<file path="src/rtl/core_pwrup_pkg.sv">
package core_pwrup_pkg;

    localparam int WORD_W = 9;
    localparam int RAIL_W = 8;

    localparam int BIT_PLL_CLAMP = 8;
    localparam int BIT_CORE_UP   = 7;
    localparam int BIT_POR       = 5;
    localparam int BIT_CORE_RST  = 4;
    localparam int BIT_L2_SLEEP  = 3;
    localparam int BIT_OUT_CLAMP = 0;

    localparam logic [RAIL_W-1:0] RAIL_ON_CODE = 8'hA4;

    localparam longint unsigned RAIL_SETTLE_NS = 512_000;
    localparam longint unsigned L2_WAKE_NS     = 300;
    localparam longint unsigned POR_ON_NS      = 2_000;
    localparam longint unsigned UNCLAMP_NS     = 2_000;
    localparam longint unsigned POR_OFF_NS     = 100_000;

    typedef enum logic [2:0] {
        ST_IDLE,
        ST_RAIL,
        ST_CLAMP_ALL,
        ST_L2_WAKE,
        ST_POR_ON,
        ST_UNCLAMP,
        ST_POR_OFF,
        ST_DONE
    } seq_state_e;

    function automatic longint unsigned ns_to_cycles(longint unsigned ns,
                                                     longint unsigned khz);
        longint unsigned c;
        c = (ns * khz + 64'd999_999) / 64'd1_000_000;
        if (c == 0) c = 1;
        return c;
    endfunction

endpackage

</file>
<file path="src/rtl/core_pwrup_timer.sv">
module core_pwrup_timer #(
    parameter int CNT_W = 16
) (
    input  logic             clk,
    input  logic             rst_n,
    input  logic             load_i,
    input  logic [CNT_W-1:0] load_val_i,
    output logic             expired_o
);
    logic [CNT_W-1:0] cnt_d, cnt_q;

    always_comb begin
        cnt_d = cnt_q;
        if (load_i)
            cnt_d = load_val_i;
        else if (cnt_q != '0)
            cnt_d = cnt_q - 1'b1;
    end

    always_ff @(posedge clk or negedge rst_n) begin
        if (!rst_n) cnt_q <= '0;
        else        cnt_q <= cnt_d;
    end

    assign expired_o = (cnt_q == '0);
endmodule

</file>
<file path="src/rtl/core_pwrup_steps.sv">
module core_pwrup_steps
    import core_pwrup_pkg::*;
#(
    parameter longint unsigned CLK_KHZ = 100_000,
    parameter int              CNT_W   = 16
) (
    input  seq_state_e        step_i,
    output logic [WORD_W-1:0] word_o,
    output logic [CNT_W-1:0]  hold_m1_o
);
    localparam longint unsigned C_RAIL    = ns_to_cycles(RAIL_SETTLE_NS, CLK_KHZ);
    localparam longint unsigned C_L2      = ns_to_cycles(L2_WAKE_NS, CLK_KHZ);
    localparam longint unsigned C_POR_ON  = ns_to_cycles(POR_ON_NS, CLK_KHZ);
    localparam longint unsigned C_UNCLAMP = ns_to_cycles(UNCLAMP_NS, CLK_KHZ);
    localparam longint unsigned C_POR_OFF = ns_to_cycles(POR_OFF_NS, CLK_KHZ);

    always_comb begin
        word_o    = '0;
        hold_m1_o = '0;
        unique case (step_i)
            ST_RAIL: hold_m1_o = CNT_W'(C_RAIL - 1);
            ST_CLAMP_ALL: begin
                word_o[BIT_PLL_CLAMP] = 1'b1;
                word_o[BIT_L2_SLEEP]  = 1'b1;
                word_o[BIT_OUT_CLAMP] = 1'b1;
            end
            ST_L2_WAKE: begin
                word_o[BIT_PLL_CLAMP] = 1'b1;
                word_o[BIT_OUT_CLAMP] = 1'b1;
                hold_m1_o = CNT_W'(C_L2 - 1);
            end
            ST_POR_ON: begin
                word_o[BIT_PLL_CLAMP] = 1'b1;
                word_o[BIT_POR]       = 1'b1;
                word_o[BIT_OUT_CLAMP] = 1'b1;
                hold_m1_o = CNT_W'(C_POR_ON - 1);
            end
            ST_UNCLAMP: begin
                word_o[BIT_PLL_CLAMP] = 1'b1;
                word_o[BIT_POR]       = 1'b1;
                hold_m1_o = CNT_W'(C_UNCLAMP - 1);
            end
            ST_POR_OFF: begin
                word_o[BIT_PLL_CLAMP] = 1'b1;
                hold_m1_o = CNT_W'(C_POR_OFF - 1);
            end
            ST_DONE: begin
                word_o[BIT_PLL_CLAMP] = 1'b1;
                word_o[BIT_CORE_UP]   = 1'b1;
            end
            default: ;
        endcase
    end
endmodule

</file>
<file path="src/rtl/core_pwrup_seq.sv">
module core_pwrup_seq
    import core_pwrup_pkg::*;
#(
    parameter longint unsigned CLK_KHZ = 100_000
) (
    input  logic              clk,
    input  logic              rst_n,
    input  logic              start_i,
    output logic [RAIL_W-1:0] rail_code_o,
    output logic [WORD_W-1:0] pwr_word_o,
    output logic              busy_o,
    output logic              done_o
);
    localparam longint unsigned MAX_CYC = ns_to_cycles(RAIL_SETTLE_NS, CLK_KHZ);
    localparam int CNT_W = $clog2(MAX_CYC + 1);

    typedef struct packed {
        seq_state_e        st;
        logic [RAIL_W-1:0] rail;
        logic [WORD_W-1:0] word;
        logic              busy;
        logic              done;
    } seq_regs_t;

    seq_regs_t         regs_d, regs_q;
    seq_state_e        step_sel;
    logic [WORD_W-1:0] tbl_word;
    logic [CNT_W-1:0]  tbl_hold_m1;
    logic              tmr_load;
    logic              tmr_expired;

    always_comb begin
        unique case (regs_q.st)
            ST_RAIL:      step_sel = ST_CLAMP_ALL;
            ST_CLAMP_ALL: step_sel = ST_L2_WAKE;
            ST_L2_WAKE:   step_sel = ST_POR_ON;
            ST_POR_ON:    step_sel = ST_UNCLAMP;
            ST_UNCLAMP:   step_sel = ST_POR_OFF;
            ST_POR_OFF:   step_sel = ST_DONE;
            default:      step_sel = ST_RAIL;
        endcase
    end

    core_pwrup_steps #(.CLK_KHZ(CLK_KHZ), .CNT_W(CNT_W)) steps_i (
        .step_i    (step_sel),
        .word_o    (tbl_word),
        .hold_m1_o (tbl_hold_m1)
    );

    always_comb begin
        regs_d   = regs_q;
        tmr_load = 1'b0;
        if (!regs_q.busy) begin
            if (start_i) begin
                regs_d.st   = ST_RAIL;
                regs_d.rail = RAIL_ON_CODE;
                regs_d.word = tbl_word;
                regs_d.busy = 1'b1;
                regs_d.done = 1'b0;
                tmr_load    = 1'b1;
            end
        end else if (tmr_expired) begin
            regs_d.st   = step_sel;
            regs_d.word = tbl_word;
            if (step_sel == ST_DONE) begin
                regs_d.busy = 1'b0;
                regs_d.done = 1'b1;
            end else begin
                tmr_load = 1'b1;
            end
        end
    end

    always_ff @(posedge clk or negedge rst_n) begin
        if (!rst_n) regs_q <= '{st: ST_IDLE, rail: '0, word: '0, busy: 1'b0, done: 1'b0};
        else        regs_q <= regs_d;
    end

    core_pwrup_timer #(.CNT_W(CNT_W)) timer_i (
        .clk        (clk),
        .rst_n      (rst_n),
        .load_i     (tmr_load),
        .load_val_i (tbl_hold_m1),
        .expired_o  (tmr_expired)
    );

    assign rail_code_o = regs_q.rail;
    assign pwr_word_o  = regs_q.word;
    assign busy_o      = regs_q.busy;
    assign done_o      = regs_q.done;

    // a running step is held until the timer runs out, whatever start does
    assert_step_held_R9: assert property (@(posedge clk) disable iff (!rst_n)
        busy_o && !tmr_expired |=> $stable(pwr_word_o) && $stable(rail_code_o) && busy_o);

    // PLL clamp, once set in a run, is kept while busy and into done
    assert_pll_clamp_kept_R11: assert property (@(posedge clk) disable iff (!rst_n)
        busy_o && pwr_word_o[BIT_PLL_CLAMP] |=> pwr_word_o[BIT_PLL_CLAMP]);

    // core reset never driven
    assert_no_core_rst_R11: assert property (@(posedge clk) disable iff (!rst_n)
        !pwr_word_o[BIT_CORE_RST]);

    // done arrives with the powered-up word and busy dropped
    assert_done_word_R8: assert property (@(posedge clk) disable iff (!rst_n)
        $rose(done_o) |-> (pwr_word_o == 9'h180) && !busy_o);

    // done holds everything until a new start
    assert_done_holds_R8: assert property (@(posedge clk) disable iff (!rst_n)
        done_o && !start_i |=> done_o && $stable(pwr_word_o) && $stable(rail_code_o));

    // start from idle or done begins the rail step
    assert_start_rail_R2: assert property (@(posedge clk) disable iff (!rst_n)
        !busy_o && start_i |=> busy_o && (rail_code_o == 8'hA4) && (pwr_word_o == '0));
endmodule

</file>
<file path="config.mk">
export PLATFORM = sky130hd
export DESIGN_NAME = core_pwrup_seq
export DESIGN_NICKNAME = d
export VERILOG_FILES = /design/src/rtl/core_pwrup_pkg.sv /design/src/rtl/core_pwrup_timer.sv /design/src/rtl/core_pwrup_steps.sv /design/src/rtl/core_pwrup_seq.sv
export SDC_FILE = /design/constraint.sdc
export NUM_CORES = 1
export LEC_CHECK = 0
export CORE_AREA = 2 2 70 59
export DETAILED_ROUTE_END_ITERATION = 8
export DIE_AREA = 0 0 72 61
export PLACE_DENSITY = 0.74
export RECOVER_POWER = 50
export SLEW_MARGIN = 10
export SYNTH_ARGS = -nofsm -noshare
export SYNTH_HDL_FRONTEND = slang
export SYNTH_SLANG_ARGS = --single-unit
</file>
<file path="constraint.sdc">
create_clock -name clk -period 2.1 [get_ports clk]
set_clock_uncertainty 0.15 [all_clocks]
set_input_delay 0.315 -clock clk [delete_from_list [all_inputs] [get_ports clk]]
set_output_delay 0.315 -clock clk [all_outputs]
set_load 0.01 [all_outputs]
</file>
==> flow_summary.yaml <==
sta:
  worst_slew_pin_slew_ns: 0.679
  hold_viol_final: 0
  max_clock_freq_mhz: 484
  setup_repair_after_global_routing_missed_its_margin: "true"
  setup-tns-final_ns: 0
  post-route-period-util_pct: 98.3
  setup_viol_count_final: 0
  slew_headroom_pct: 54.8
  report.final.slew_viol_count: 0
  final_period_minus_worst_setup_slack_ns: 2.06
floorplanning:
  initial_utilization_pct: 48.4
  die_w_microns: 72
  placement_rows: 20
  coreArea_sq_um: 3680
  die-height_microns: 61
  dieArea_sq_um: 4390
  io-pin-count: 22
setup_path:
  critPathKind: "flip-flop to flip-flop"
  timing.critical_path.arrival_ns: 2.09
  timing.critical_path.from_type: "flip-flop"
  path_max_fanout: 5
  crit_required_ns: 2.12
  endpoint_class_of_the_critical_path: "flip-flop"
layout:
  most_common_library_cell_in_the_layout_ignoring_fill_and_taps: "sky130_fd_sc_hd__buf_4"
  post_route_cells_drive_above_1_share_pct: 28.0
  commonest_cells_after_routing_fill_and_taps_aside: "30 x sky130_fd_sc_hd__buf_4, 26 x sky130_fd_sc_hd__dfrtp_1, 13 x sky130_fd_sc_hd__nand2_1"
  antenna-diode-count: 0
  final_nets: 235
  final_core_utilization_pct: 59.7
  layoutNonFillerInstCount: 269
  layout.cell_area.non_filler_sq_um: 2200
  layout-area-overhead-vs-synth_pct: 23.3
detailed_routing:
  dr_total_vias: 1516
  drc_errors: 0
  number_of_antenna_violating_nets_in_the_routed_design: 0
  wl_per_cell_microns: 15.2
  detailedRoute.firstIterationViolations: 139
  viasPerCell: 5.64
  met3_wirelength_microns: 214
  drt-total-wl_microns: 4090
  post_route_met1_wirelength_microns: 1990
  top_layer: "met4"
  drt_first_pass_iters: 4
  route.met2.wl_microns: 1820
place:
  dp.final_hpwl_microns: 2870
  postPlaceCellArea_sq_um: 2030
  gp_congestion: 0.818
  port-buffer-count: 12
  dp_cells: 259
global_route:
  grt_antenna_before_repair: 0
  global_route.usage.total_pct: 19.0
  grt_max_degree: 28
  first_global_vias: 1307
  gr-total-overflow: 0
  grt_first_pass_wirelength_microns: 6320
cts:
  clockRootBuffer: "sky130_fd_sc_hd__clkbuf_8"
  numCtsBuffers: 3
  htree_levels: 1
  bufs_on_longest_clock_path: 2
  cts.sinks: 27
  tritoncts: "done"
  worst_skew_pair.late_latency_ns: 0.28
  path_clk_slew_ns: 0.09
synthesis:
  synth-async-reset-ratio_pct: 100
  netlist_area_sq_um: 1780
  ys_seq_area_share_pct: 37.9
  total_of_warnings_raised_by_yosys: 0
  ys_ff_latch: 27
  synthesis.instances: 193
  syn_area_cell_sq_um: 9.23
  synthFlopType: "sky130_fd_sc_hd__dfrtp_1"
  synth_cell_types: 51
  synth_edf_count: 0
pwr:
  ir_worst_vdd_v: 0.000543
  fin_total_pwr_mw: 2.48
  p_leak_nw: 0.946
  p_per_area_nw_per_um2: 1130
job:
  max_cap_viol_count: 0
worst_hold_path:
  min-delay-path-class: "flip-flop to flip-flop"
run_status:
  run_status: "finished, final reports clean"
-- kinds of logic after synthesis --
| group | after synthesis | share of synthesized area [%] |
|---|---|---|
| XOR/XNOR | 13 | 6.39 |
| buffers and inverters | 31 | 10.3 |
| other | 1 | 0.210 |
| AND/OR/NAND/NOR | 62 | 20.2 |
| multiplexers | 5 | 3.02 |
| AO/OA/AOI/OAI | 48 | 17.8 |
| adder cells (fa/ha/maj) | 6 | 4.21 |
| flip-flops | 27 | 37.9 |
-- where the power goes --
part / internal (mW) / leakage, nW / switching (mW)
logic: 0.636 / 0.602 / 0.640
registers: 0.701 / 0.321 / 0.204
clock network: 0.136 / 0.0228 / 0.164
total: 1.47 / 0.946 / 1.01
-- worst paths after layout --
kind / to / cells after the start / start / slack [ns]
worst max register to register: timer_i.cnt_q[14] / 5 / timer_i.cnt_q[9] / 0.04
min in group asynchronous: pwr_word_o[5] / 2 / rst_n / 0.44
worst min-delay path: pwr_word_o[3] / 2 / pwr_word_o[3] / 0.33
worst max-delay path: timer_i.cnt_q[14] / 5 / timer_i.cnt_q[9] / 0.04
max in group asynchronous: timer_i.cnt_q[7] / 2 / rst_n / 0.87
worst min register to register: pwr_word_o[3] / 2 / pwr_word_o[3] / 0.33
-- synth_stat cells, types with 3 or more instances --
| library cell | instances | area share (%) |
|---|---|---|
| sky130_fd_sc_hd__a21o_1 | 3 | 1.3 |
| sky130_fd_sc_hd__a21oi_1 | 7 | 2.0 |
| sky130_fd_sc_hd__and2_1 | 8 | 2.8 |
| sky130_fd_sc_hd__buf_4 | 17 | 7.2 |
| sky130_fd_sc_hd__clkbuf_1 | 5 | 1.1 |
| sky130_fd_sc_hd__dfrtp_1 | 27 | 38 |
| sky130_fd_sc_hd__ha_1 | 6 | 4.2 |
| sky130_fd_sc_hd__inv_1 | 7 | 1.5 |
| sky130_fd_sc_hd__nand2_1 | 13 | 2.7 |
| sky130_fd_sc_hd__nor2_1 | 14 | 2.9 |
| sky130_fd_sc_hd__nor3_1 | 5 | 1.4 |
| sky130_fd_sc_hd__nor4_1 | 5 | 1.8 |
| sky130_fd_sc_hd__o21ai_0 | 5 | 1.4 |
| sky130_fd_sc_hd__o21ai_1 | 9 | 2.5 |
| sky130_fd_sc_hd__o22ai_1 | 5 | 1.8 |
| sky130_fd_sc_hd__xnor2_1 | 8 | 3.9 |
| sky130_fd_sc_hd__xor2_1 | 5 | 2.5 |
-- what timing repair did --
action,4_1_cts,5_1_grt
setup endpoints to repair,2,22
buffers inserted,1,5
pin swaps,0,2
hold buffers,0,0
resized for setup,1,20
gates cloned,0,0
-- critical path, stage by stage, from the launching register on --
cell and delay [ns]:
sky130_fd_sc_hd__dfrtp_1 0.42, sky130_fd_sc_hd__or4_4 0.53, sky130_fd_sc_hd__or3_4 0.40, sky130_fd_sc_hd__nor4_4 0.23
sky130_fd_sc_hd__xnor2_1 0.16, sky130_fd_sc_hd__o21bai_2 0.07
-- sequential cells by signal (all words and copies together) (netlist names) --
name / count
regs_q: 3
busy_o: 1
rail_code_o: 1
done_o: 1
pwr_word_o: 5
timer_i.cnt_q: 16
-- per-layer routing --
layer,vias to the layer above,global-route usage [%]
li1,724,-
met1,745,29.3
met2,39,28.0
met3,8,4.15
met4,0,2.70
met5,-,0
-- final cells by class --
| type | instances | area [sq um] |
|---|---|---|
| Inverter | 7 | 26.3 |
| Tap cell | 44 | 55.1 |
| Fill cell | 328 | 1480 |
| Sequential cell | 27 | 677 |
| Multi-Input combinational cell | 143 | 1040 |
| Timing Repair Buffer | 44 | 354 |
| Clock buffer | 4 | 45.0 |
-- per-stage QoR --
stage,setup WS (ns),hold slack [ns]
floorplan,0.0811,-0.131
global placement,0.0411,0.317
detailed placement,0.00554,0.325
CTS,0.00811,0.271
global route,-0.0590,0.367
finish,0.0353,0.330
Power figures use the tool's default switching activity.
